### src/rtl/irq_pkg.sv
package irq_pkg;
  localparam int N_REQ  = 6;
  localparam int N_PIN  = 4;
  localparam int N_TMR  = 2;
  localparam int IDX_W  = $clog2(N_REQ);
  localparam int PRIO_W = N_REQ * IDX_W;
  localparam int MASK_W = N_REQ + 1;
  localparam int DATA_W = PRIO_W;
  localparam int VEC_W  = 16;

  typedef enum logic [1:0] {
    A_REQ  = 2'd0,
    A_MASK = 2'd1,
    A_PRIO = 2'd2,
    A_NONE = 2'd3
  } reg_addr_e;
endpackage

### src/rtl/irq_src_map.sv
module irq_src_map
  import irq_pkg::*;
(
  input  logic             clk_i,
  input  logic             rst_ni,
  input  logic [N_PIN-1:0] pin_i,
  input  logic             rx_i,
  input  logic             tx_i,
  input  logic [N_TMR-1:0] tmr_i,
  output logic [N_REQ-1:0] rise_o
);
  logic [N_REQ-1:0] line, prev_q;

  assign line = {tmr_i[1], tx_i | tmr_i[0], pin_i[3] | rx_i, pin_i[2:0]};

  always_ff @(posedge clk_i or negedge rst_ni) begin
    if (!rst_ni) prev_q <= '0;
    else         prev_q <= line;
  end

  assign rise_o = line & ~prev_q;

  p_rise_once_r2: assert property (@(posedge clk_i) disable iff (!rst_ni)
    (rise_o != '0) |=> ((rise_o & $past(rise_o)) == '0));
endmodule

### src/rtl/irq_regs.sv
module irq_regs
  import irq_pkg::*;
(
  input  logic              clk_i,
  input  logic              rst_ni,
  input  logic              we_i,
  input  logic [1:0]        addr_i,
  input  logic [DATA_W-1:0] wdata_i,
  input  logic [N_REQ-1:0]  rise_i,
  input  logic              ack_fire_i,
  input  logic [IDX_W-1:0]  ack_idx_i,
  output logic [N_REQ-1:0]  req_o,
  output logic [N_REQ-1:0]  mask_o,
  output logic              gen_o,
  output logic [PRIO_W-1:0] prio_o,
  output logic [DATA_W-1:0] rdata_o
);
  logic [N_REQ-1:0] req_q, mask_q, keep, ack_clr;
  logic             gen_q;
  logic [PRIO_W-1:0] prio_q;
  logic wr_req, wr_mask, wr_prio;

  assign wr_req  = we_i && (addr_i == A_REQ);
  assign wr_mask = we_i && (addr_i == A_MASK);
  assign wr_prio = we_i && (addr_i == A_PRIO);
  assign keep    = wr_req ? wdata_i[N_REQ-1:0] : '1;
  assign ack_clr = ack_fire_i ? (N_REQ'(1) << ack_idx_i) : '0;

  always_ff @(posedge clk_i or negedge rst_ni) begin
    if (!rst_ni) req_q <= '0;
    else         req_q <= (req_q & keep & ~ack_clr) | rise_i;
  end

  always_ff @(posedge clk_i or negedge rst_ni) begin
    if (!rst_ni) begin
      mask_q <= '0;
      gen_q  <= 1'b0;
    end else begin
      if (wr_mask) begin
        mask_q <= wdata_i[N_REQ-1:0];
        gen_q  <= wdata_i[N_REQ];
      end
      if (ack_fire_i) gen_q <= 1'b0;
    end
  end

  always_ff @(posedge clk_i or negedge rst_ni) begin
    if (!rst_ni) begin
      for (int k = 0; k < N_REQ; k++) prio_q[k*IDX_W +: IDX_W] <= IDX_W'(k);
    end else if (wr_prio) begin
      prio_q <= wdata_i[PRIO_W-1:0];
    end
  end

  always_comb begin
    unique case (addr_i)
      A_REQ:   rdata_o = DATA_W'(req_q);
      A_MASK:  rdata_o = DATA_W'({gen_q, mask_q});
      A_PRIO:  rdata_o = DATA_W'(prio_q);
      default: rdata_o = '0;
    endcase
  end

  assign req_o  = req_q;
  assign mask_o = mask_q;
  assign gen_o  = gen_q;
  assign prio_o = prio_q;

  p_edge_sets_r2: assert property (@(posedge clk_i) disable iff (!rst_ni)
    (rise_i != '0) |=> ((req_q & $past(rise_i)) == $past(rise_i)));
  p_ack_drops_en_r8: assert property (@(posedge clk_i) disable iff (!rst_ni)
    ack_fire_i |=> !gen_q);
  p_ack_clears_bit_r8: assert property (@(posedge clk_i) disable iff (!rst_ni)
    (ack_fire_i && ((rise_i & ack_clr) == '0)) |=> ((req_q & $past(ack_clr)) == '0));
  p_sw_no_set_r9: assert property (@(posedge clk_i) disable iff (!rst_ni)
    wr_req |=> ((req_q & ~$past(req_q) & ~$past(rise_i)) == '0));
endmodule

### src/rtl/irq_prio_enc.sv
module irq_prio_enc
  import irq_pkg::*;
(
  input  logic              clk_i,
  input  logic              rst_ni,
  input  logic [PRIO_W-1:0] prio_i,
  input  logic [N_REQ-1:0]  elig_i,
  input  logic              gen_i,
  output logic              valid_o,
  output logic [IDX_W-1:0]  idx_o
);
  logic [N_REQ-1:0] slot_hit;
  logic             found;

  for (genvar k = 0; k < N_REQ; k++) begin : g_slot
    logic [IDX_W-1:0] ent;
    assign ent         = prio_i[k*IDX_W +: IDX_W];
    assign slot_hit[k] = (int'(ent) < N_REQ) && elig_i[ent];
  end

  always_comb begin
    found = 1'b0;
    idx_o = '0;
    for (int k = N_REQ - 1; k >= 0; k--) begin
      if (slot_hit[k]) begin
        found = 1'b1;
        idx_o = prio_i[k*IDX_W +: IDX_W];
      end
    end
  end

  assign valid_o = gen_i && found;

  p_winner_eligible_r6: assert property (@(posedge clk_i) disable iff (!rst_ni)
    valid_o |-> elig_i[idx_o]);
  p_idx_in_range_r10: assert property (@(posedge clk_i) disable iff (!rst_ni)
    valid_o |-> (int'(idx_o) < N_REQ));
endmodule

### src/rtl/irq_ctrl.sv
module irq_ctrl
  import irq_pkg::*;
#(
  parameter int VEC_STRIDE = 2,
  parameter int VEC_BASE   = 0
) (
  input  logic              clk_i,
  input  logic              rst_ni,
  input  logic [N_PIN-1:0]  src_pin_i,
  input  logic              src_rx_i,
  input  logic              src_tx_i,
  input  logic [N_TMR-1:0]  src_tmr_i,
  input  logic              reg_we_i,
  input  logic [1:0]        reg_addr_i,
  input  logic [DATA_W-1:0] reg_wdata_i,
  output logic [DATA_W-1:0] reg_rdata_o,
  output logic              irq_valid_o,
  output logic [IDX_W-1:0]  irq_idx_o,
  output logic [VEC_W-1:0]  irq_vec_o,
  input  logic              irq_ack_i
);
  logic [N_REQ-1:0]  rise, req, mask;
  logic              gen, ack_fire;
  logic [PRIO_W-1:0] prio;

  irq_src_map u_map (
    .clk_i, .rst_ni,
    .pin_i (src_pin_i), .rx_i (src_rx_i), .tx_i (src_tx_i), .tmr_i (src_tmr_i),
    .rise_o(rise)
  );

  irq_regs u_regs (
    .clk_i, .rst_ni,
    .we_i(reg_we_i), .addr_i(reg_addr_i), .wdata_i(reg_wdata_i),
    .rise_i(rise), .ack_fire_i(ack_fire), .ack_idx_i(irq_idx_o),
    .req_o(req), .mask_o(mask), .gen_o(gen), .prio_o(prio),
    .rdata_o(reg_rdata_o)
  );

  irq_prio_enc u_enc (
    .clk_i, .rst_ni,
    .prio_i(prio), .elig_i(req & mask), .gen_i(gen),
    .valid_o(irq_valid_o), .idx_o(irq_idx_o)
  );

  assign ack_fire  = irq_valid_o && irq_ack_i;
  assign irq_vec_o = VEC_W'(VEC_BASE + VEC_STRIDE * int'(irq_idx_o));

  p_grant_cond_r5: assert property (@(posedge clk_i) disable iff (!rst_ni)
    irq_valid_o |-> (gen && ((req & mask) != '0)));
  p_grant_off_after_ack_r8: assert property (@(posedge clk_i) disable iff (!rst_ni)
    (ack_fire && !(reg_we_i && reg_addr_i == A_MASK)) |=> !irq_valid_o);
endmodule

### config.mk
export PLATFORM = sky130hd
export DESIGN_NAME = irq_ctrl
export DESIGN_NICKNAME = d
export VERILOG_FILES = /design/src/rtl/irq_pkg.sv /design/src/rtl/irq_src_map.sv /design/src/rtl/irq_regs.sv /design/src/rtl/irq_prio_enc.sv /design/src/rtl/irq_ctrl.sv
export SDC_FILE = /design/constraint.sdc
export NUM_CORES = 1
export LEC_CHECK = 0
export BUFFER_PORTS_ARGS = -buffer_cell sky130_fd_sc_hd__clkbuf_2
export CAP_MARGIN = 20
export CORE_MARGIN = 8
export CORE_UTILIZATION = 30
export DETAILED_ROUTE_END_ITERATION = 8
export RECOVER_POWER = 50
export SLEW_MARGIN = 30
export SYNTH_ARGS = -nofsm -noshare
export SYNTH_HDL_FRONTEND = slang
export SYNTH_SLANG_ARGS = --single-unit
### constraint.sdc
create_clock -name clk_i -period 3.2 [get_ports clk_i]
set_input_delay 0.16 -clock clk_i [delete_from_list [all_inputs] [get_ports clk_i]]
set_output_delay 0.16 -clock clk_i [all_outputs]
set_load 0.02 [all_outputs]
Yosys cells after proc, flatten, opt, wreduce, memory -nomap -nowiden

Cells that the tools add are included.

Bits in registers: 37
Latch bits: 0
RAM bits: 0
ROM bits: 0
Output and inout port bits: 38
Word-level logic and storage cells: 71
Memories: 0

Add/sub/neg operators: 0
$mul: 0
Divide/modulo/power cells: 0
Magnitude comparators: 12
Eq/ne operators: 2
Shift operators: 1
Muxes and demuxes: 29
Bitwise gates (word level): 9
Reduce and logical (&&, ||, !) cells: 13

Operators by type and width:

| cell                | count |
|---|---|
| $pmux 18 s3         | 1 |
| $and 6x6->6         | 4 |
| $lt 3x4->1 const B  | 6 |
| $bmux 1 s3          | 6 |
| $lt 3x3->1 const B  | 6 |
| $mux 3              | 6 |
| $mux 1              | 14 |
| $mux 6              | 2 |
| $not 6->6           | 2 |
| $logic_and 1x1->1   | 11 |
| $or 6x6->6          | 1 |
| $shl 1x3->6 const A | 1 |
| $eq 2x1->1 const B  | 1 |
| $eq 2x2->1 const B  | 1 |
| $logic_not 2->1     | 1 |
| $or 1x1->1          | 2 |
| $reduce_bool 2->1   | 1 |

Logic depth before layout (Yosys ltp)

Gate-level depths: netlist of run 1.

Word-level depth: 16
Depth in mapped cells: 9

By module

From an unflattened synthesis of run 1, not the netlist that was laid out.

Cells, all modules: 233
Area, all modules: 2491.1 um2

Modules (own cells, without submodules):

| module       | times used | cells an instance | area each (um2) |
|---|---|---|---|
| irq_regs     | 1          | 117               | 1520.2 |
| irq_prio_enc | 1          | 78                | 595.6 |
| irq_src_map  | 1          | 14                | 207.7 |
| irq_ctrl     | 1          | 24                | 167.7 |

Worst setup path after synthesis of run 1

OpenSTA, ideal clock, no wires.

Kind: register to register
Start: register u_regs.prio_q[3], in the netlist u_regs.prio_o[3]
End: register u_regs.req_q[1], in the netlist u_regs.req_o[1]
Library setup time: 0.124 ns
Data arrival time: 2.246 ns
Required time: 3.076 ns
Path slack: 0.830 ns
Stages on the path, launching flop included: 9
Period minus slack after synthesis: 2.370 ns
Cells stage by stage: dfstp_2 clkbuf_1 o21ai_0 a21bo_2 or2_0 o41a_1 inv_2 a31oi_1 a211o_1

RTL lines:

| element                      | line               | RTL |
|---|---|---|
| from (decl)                  | irq_regs.sv:20     | `logic [PRIO_W-1:0] prio_q;` |
| from (signal assigned)       | irq_regs.sv:51     | `prio_q <= wdata_i[PRIO_W-1:0];` |
| $bmux 1 s3                   | irq_prio_enc.sv:18 | `assign slot_hit[k] = (int'(ent) < N_REQ) && elig_i[ent];` |
| $mux 1 (not written as such) | irq_prio_enc.sv:18 |  |
| $logic_and 1x1->1            | irq_prio_enc.sv:18 |  |
| $mux 3 * (2 in series)       | irq_prio_enc.sv:25 | `if (slot_hit[k]) begin` |
| via irq_idx_o[0]             | irq_ctrl.sv:18     | `output logic [IDX_W-1:0] irq_idx_o,` |
| $shl 1x3->6 *                | irq_regs.sv:27     | `assign ack_clr = ack_fire_i ? (N_REQ'(1) << ack_idx_i) : '0;` |
| $mux 6 *                     | irq_regs.sv:27     |  |
| $not 6->6 *                  | irq_regs.sv:31     | `else req_q <= (req_q & keep & ~ack_clr) \| rise_i;` |
| $and 6x6->6 *                | irq_regs.sv:31     |  |
| $or 6x6->6 *                 | irq_regs.sv:31     |  |
| to (signal assigned)         | irq_regs.sv:31     |  |
| to (decl)                    | irq_regs.sv:18     | `logic [N_REQ-1:0] req_q, mask_q, keep, ack_clr;` |

Mark *: on every way through the listed nets, which the timed path passes. The rest lies on a longest branch. The select of a mux whose other input is x is not followed.
A chain may end at the register's enable or synchronous reset.

Worst setup path in the final report of run 1

Start: register u_regs.req_q[1], in the netlist u_regs.req_o[1]
End: output port irq_vec_o[1]

Cells in the longest elaborated chain, start to end: 10

RTL lines:

| element                      | line               | RTL |
|---|---|---|
| $and 6x6->6 *                | irq_ctrl.sv:42     | `.prio_i(prio), .elig_i(req & mask), .gen_i(gen),` |
| $bmux 1 s3                   | irq_prio_enc.sv:18 |  |
| $mux 1 (not written as such) | irq_prio_enc.sv:18 |  |
| $logic_and 1x1->1            | irq_prio_enc.sv:18 |  |
| $mux 3 (5 in series)         | irq_prio_enc.sv:25 |  |
| $mux 3 *                     | irq_prio_enc.sv:25 |  |
| to (decl)                    | irq_ctrl.sv:19     | `output logic [VEC_W-1:0] irq_vec_o,` |

Mark *: on every way between the ends. The rest lies on a longest branch, timed or not. The select of a mux whose other input is x is not followed.

==> impl_metrics.py, run 1 <==
metrics = {
    "placed_design": {
        "hpwl_um": 5640,
        "portBuffers": 56,
        "routabilityCongestion": 0.931,
        "placed_cells": 400,
    },
    "cells_and_area": {
        "fin_nets": 338,
        "area_delta_synth_final_pct": 18.7,
        "diodes": 0,
        "layout-drive-gt1-share_pct": 35.2,
        "layoutNonFillerInstCount": 412,
        "fin_util_pct": 36.5,
    },
    "sta": {
        "skew_ns": 0.00697,
        "final_max_slew_viol_count": 38,
        "fin_crit_sh_pct": 88.3,
        "hold_viol_final": 0,
        "post-route-min-period_ns": 2.82,
        "tightest_slew_ns": 2.04,
        "fmax_ghz": 0.354,
        "maxSlewHeadroom_pct": -35.9,
        "setup_tns_ns": 0,
        "rsz0062_at_grt": "false",
        "finalSetupViolCount": 0,
    },
    "synth": {
        "synthTopCellsByArea": "dfrtp_1, mux2_2, dfstp_2",
        "synth_edf_count": 0,
        "ys_types": 50,
        "syn_area_per_cell_um2": 9.94,
        "synth_top_area_share_pct": 29.9,
        "ys_ff_latch": 37,
        "synth_cells": 253,
        "yosysMostFrequentCell": "dfrtp_1",
        "synth_common_cells": "dfrtp_1, mux2_2, o21ai_0",
        "yosys.area.top_type": "dfrtp_1",
        "yosys_most_used_dff": "dfrtp_1",
        "syn_area_um2": 2510,
        "ys_seq_area_share_pct": 37.2,
        "synthArstFlopShare_pct": 100,
        "ys_warn_count": 0,
    },
    "critical_path": {
        "endpoint_kind": "output pin",
        "crit_arrival_ns": 2.66,
        "cp.required_ns": 3.04,
        "cp_max_fo": 9,
        "crit_type": "flop to output pin",
        "start_kind": "flop",
    },
    "clocking": {
        "clockBufferDepth": 2,
        "worstSkewPairLatency_ns": 0.30,
        "cts_buffers": 5,
        "cts_setup_buffers": 0,
        "post_cts_resized": 0,
        "cts.sinks": 37,
        "htreeDepth": 2,
        "cts_tree": "yes",
        "root_buffer": "clkbuf_8",
        "clk_pin_slew_ns": 0.08,
    },
    "outcome": {
        "outcome": "complete, but fails checks",
        "violations": "max-capacitance violations, max-slew violations",
    },
    "flow_run": {
        "drv_cap": 1,
    },
    "die": {
        "die_w_um": 108,
        "die_height_um": 108,
        "die-area_um2": 11600,
        "num_rows": 33,
        "ioPinCount": 70,
        "core_area_um2": 8180,
        "initial_utilization_pct": 30.8,
    },
    "power_and_ir_drop": {
        "combPwrFrac_pct": 43.4,
        "p_leak_nw": 1.31,
        "pwr-share-clk_pct": 23.1,
        "p_int_mw": 1.28,
        "swShare_pct": 40.9,
        "ir_worst_vdd_mv": 0.329,
        "pwr-share-seq_pct": 33.4,
        "p_per_area_nw_per_um2": 725,
        "net-switching-power_mw": 0.884,
    },
    "grt": {
        "grt_max_degree": 38,
        "grt_pass1_wl_um": 11900,
        "antenna_found_initial": 0,
        "grt_pass1_vias": 2195,
        "overflow": 0,
        "track_usage_pct": 12.9,
    },
    "routing": {
        "num_vias": 2166,
        "wl_met3_um": 453,
        "highest_layer": "met4",
        "avgViaCountPerCell": 5.26,
        "routed_wl_um": 7360,
        "ant_nets": 0,
        "first_pass_iters": 5,
        "met2_length_um": 3580,
        "wire_per_inst_um": 17.9,
        "post-route-drc-count": 0,
        "drt_iter0_drc": 166,
        "drt-met1-wl_um": 3120,
    },
    "worst_hold_path": {
        "min_path_type": "primary input to flop",
    },
}
[flip-flops by register name, summed over array words and instances, names as in the netlist]
signal / count
u_regs.prio_o: 18
u_regs.mask_o: 6
u_map.prev_q: 6
u_regs.req_o: 6
u_regs.gen_o: 1
[worst paths after layout]
path	startpoint	cells after the start	end	slack (ns)
min in group asynchronous	rst_ni	1	u_regs.prio_o[13]	0.42
worst max register to register	u_regs.req_o[1]	8	u_regs.req_o[1]	0.56
worst min-delay path	src_tx_i	3	u_map.prev_q[4]	0.06
max in group asynchronous	rst_ni	1	u_regs.prio_o[4]	1.59
worst max-delay path	u_regs.req_o[1]	7	irq_vec_o[1]	0.38
worst min register to register	u_map.prev_q[4]	1	u_regs.req_o[4]	0.43
[worst max-delay path, cell delays in order, from the launching register on]
cell       delay, ns
dfrtp_1         0.42
nand2_1         0.23
mux4_2          0.55
o21ai_2         0.22
a2111oi_1       0.08
o41a_1          0.53
inv_2           0.14
clkbuf_2        0.19
[cell families (layout without fill, tap and decap cells)]
kind of cell           Yosys count  after routing  synth area share, %
flip-flops                      37             37                 37.2
AND/OR/NAND/NOR                 73             73                 16.2
other                            1             13                0.149
AO/OA/AOI/OAI                   58             58                 16.2
multiplexers                    44             44                 21.9
buffers and inverters           40             82                 8.46
[layout make-up]
cell class              count  area [um^2]
clock inverters             3         68.8
flip-flops and latches     37          935
fillers                   844         5190
inverters                  13         48.8
clock buffers               5         68.8
well taps                 105          131
multi-input cells         188         1410
repair buffers             61          320
[cell usage in the layout (no fill, tap or decap), types with 2 or more instances in the layout]
cell and count:
dlygate4sd3_1 4, clkbuf_2 50, mux2i_1 10, mux2_2 28, and2_1 14, a31oi_1 3
dfstp_2 7, a21oi_1 3, dfrtp_1 30, a211o_1 4, nor3_1 5, nor2_1 7
nor3b_1 2, bufinv_16 2, nand3b_1 4, clkbuf_8 5, a31o_1 2, o221ai_1 3
inv_1 12, o21ai_2 2, nor2b_1 6, and4b_1 3, o22ai_1 3, mux4_2 6
o21ai_0 21, nand3_1 9, o31ai_1 2, nand2_1 17, clkbuf_1 6, conb_1 13
[metrics by stage]
stage	area, um^2	hold WS, ns	setup WS, ns	power, mW
2_1_floorplan	2560	-0.136	0.830	1.41
3_3_place_gp	2820	0.285	0.605	1.66
3_5_place_dp	2820	0.292	0.594	1.67
4_1_cts	2990	0.0296	0.375	2.18
5_1_grt	2990	0.0586	0.181	2.30
6_report	2990	0.0555	0.376	2.16
[power groups by stage]
stage / clock network (mW) / registers [mW] / logic, mW
6_report: 0.501 / 0.723 / 0.940
5_1_grt: 0.524 / 0.745 / 1.03
4_1_cts: 0.511 / 0.721 / 0.945
3_5_place_dp: 0 / 0.729 / 0.936
3_3_place_gp: 0 / 0.730 / 0.934
2_1_floorplan: 0 / 0.652 / 0.757
[per-layer routing]
| layer | track usage (%) | vias up |
|---|---|---|
| met2 | 21.1 | 96 |
| met1 | 16.2 | 1050 |
| met3 | 2.34 | 17 |
| li1 | - | 1003 |
| met4 | 5.65 | 0 |
| met5 | 0 | - |
[repair_timing]
action                                  in CTS  in global routing
endpoints found under the setup margin       0                  0
hold endpoints to repair                     4                  0
hold buffers                                 4                  0
Note: power is estimated with default switching activity, not from simulation.
==> inputs of run 2 (changes only) <==
--- a/config.mk
+++ b/config.mk
@@ -10,6 +10,7 @@
 export CORE_MARGIN = 8
 export CORE_UTILIZATION = 30
 export DETAILED_ROUTE_END_ITERATION = 8
+export MAX_ROUTING_LAYER = met4
 export RECOVER_POWER = 50
 export SLEW_MARGIN = 30
 export SYNTH_ARGS = -nofsm -noshare
==> run 2 against run 1 <==
Worst setup slack lost 0.043 ns; register-to-register slack lost 0.04 ns; flip-flop and latch count unchanged; combinational power about the same; routed wire length is 1.7% higher; the flow still finishes with violations (max-capacitance violations, max-slew violations); clock power is 15% lower; sequential share of layout area grew 0.13 points; critical path depth unchanged; global-route usage increased by 0.86 points; largest cell class unchanged; clock skew down 0.0025 ns.
==> impl_metrics.py, run 2 (synthesis gave the netlist of run 1 again) <==
metrics = {
    "outcome": {
        "outcome": "complete, but fails checks",
        "violations": "max-capacitance violations, max-slew violations",
    },
    "sta": {
        "rsz0062_at_grt": "false",
        "setup_tns_ns": 0,
        "post-route-min-period_ns": 2.87,
        "final_max_slew_viol_count": 38,
        "tightest_slew_ns": 2.02,
        "skew_ns": 0.00451,
        "maxSlewHeadroom_pct": -34.5,
        "finalSetupViolCount": 0,
        "fmax_ghz": 0.349,
        "hold_viol_final": 0,
        "fin_crit_sh_pct": 89.6,
    },
    "cells_and_area": {
        "multi_input_area_um2": 1410,
        "seqCellArea_um2": 935,
        "fillers": 856,
        "layout_common_cells": "clkbuf_2, dfrtp_1, mux2_2",
        "layout.cells.most_common": "clkbuf_2",
        "area_delta_synth_final_pct": 18.2,
        "layout-drive-gt1-share_pct": 35.1,
        "largest_reg_flops": 18,
        "fin_nets": 339,
        "diodes": 0,
    },
    "grt": {
        "overflow": 0,
        "grt_pass1_wl_um": 12300,
        "antenna_found_initial": 0,
        "grt_pass1_vias": 2269,
        "track_usage_pct": 13.8,
        "grt_max_degree": 38,
    },
    "worst_hold_path": {
        "min_path_type": "primary input to flop",
        "hold_depth": 3,
    },
    "clocking": {
        "cts_tree": "yes",
        "worstSkewPairLatency_ns": 0.30,
        "cts_buffers": 5,
        "cts.sinks": 37,
        "root_buffer": "clkbuf_8",
        "clockBufferDepth": 2,
        "clk_pin_slew_ns": 0.08,
        "htreeDepth": 2,
    },
    "critical_path": {
        "cp_max_fo": 9,
        "crit_type": "flop to output pin",
        "r2r_cells": 8,
        "crit_arrival_ns": 2.71,
        "endpoint_kind": "output pin",
        "cp.required_ns": 3.04,
        "start_kind": "flop",
    },
    "routing": {
        "wire_per_inst_um": 18.1,
        "post-route-drc-count": 0,
        "ant_nets": 0,
        "avgViaCountPerCell": 5.18,
        "routed_wl_um": 7490,
        "first_pass_iters": 4,
        "num_vias": 2140,
        "drt_iter0_drc": 142,
    },
    "power_and_ir_drop": {
        "finalPower_mw": 2.10,
        "p_per_area_nw_per_um2": 705,
        "p_leak_nw": 1.30,
        "ir_worst_vdd_mv": 0.419,
    },
    "die": {
        "ioPinCount": 70,
        "die_height_um": 108,
        "core_area_um2": 8180,
        "die-area_um2": 11600,
        "die_w_um": 108,
        "initial_utilization_pct": 30.8,
        "num_rows": 33,
    },
    "placed_design": {
        "hpwl_um": 5710,
        "portBuffers": 56,
        "routabilityCongestion": 0.907,
    },
    "flow_run": {
        "drv_cap": 1,
    },
}
-- run 2: changes by cell type in the layout (fill, tap and decap cells not counted), sizes merged --
| cell | change |
|---|---|
| bufinv | -1 |
| clkinv | +1 |
| inv | -1 |
| dlygate4sd3 | +1 |
| clkinvlp | +1 |
-- run 2: where the power goes --
part	switching, mW	leakage [nW]	internal, mW	total [mW]
clock network	0.194	0.0543	0.233	0.427
logic	0.546	0.837	0.397	0.943
registers	0.157	0.412	0.569	0.726
total	0.897	1.30	1.20	2.10
-- run 2: layout make-up --
class,count,share of cell area [%]
timing repair buffer,62,11.1
clock buffer,5,2.31
inverter,13,1.64
clock inverter,3,1.56
sequential,37,31.4
multi-input combinational,188,47.5
tap,105,4.42
-- run 2: worst max-delay path, stage by stage (launching register included) --
cell and delay, ns:
dfrtp_1 0.44, nand2_1 0.25, mux4_2 0.55, o21ai_2 0.23
a2111oi_1 0.09, o41a_1 0.52, inv_2 0.13, clkbuf_2 0.19
-- run 2: final timing paths --
check | from | end | slack (ns)
setup / recovery | u_regs.mask_o[1] | irq_vec_o[1] | 0.33
hold / removal | src_pin_i[3] | u_map.prev_q[3] | 0.04
min in group asynchronous | rst_ni | u_regs.prio_o[13] | 0.96
hold reg to reg | u_map.prev_q[4] | u_regs.req_o[4] | 0.44
max in group asynchronous | rst_ni | u_regs.req_o[5] | 1.08
setup reg to reg | u_regs.mask_o[1] | u_regs.req_o[1] | 0.52
-- run 2: layer usage --
metal	part of all wire, %	GRT usage (%)	wire [um]
met5	0	-	0
met4	1.8	4.76	138
met3	4.1	2.51	306
met2	49	22.5	3670
met1	45	16.7	3370
-- run 2: timing repair --
item                       CTS  global route
hold endpoints to repair     4            30
buffers inserted             0             0
setup endpoints to repair    0             0
hold buffers                 4             1
resized for setup            0             0
-- run 2: through the flow --
stage               std cells  util, %  instance area [um^2]  setup WS (ns)  hold WS, ns
floorplan                 265        -                  2560          0.830       -0.136
global placement          400     34.4                  2820          0.600        0.284
detailed placement        400     34.4                  2820          0.573        0.290
CTS                       412     36.3                  2970          0.343       0.0331
global route              413     36.4                  2970          0.114       0.0617
finish                    413     36.4                  2970          0.333       0.0393
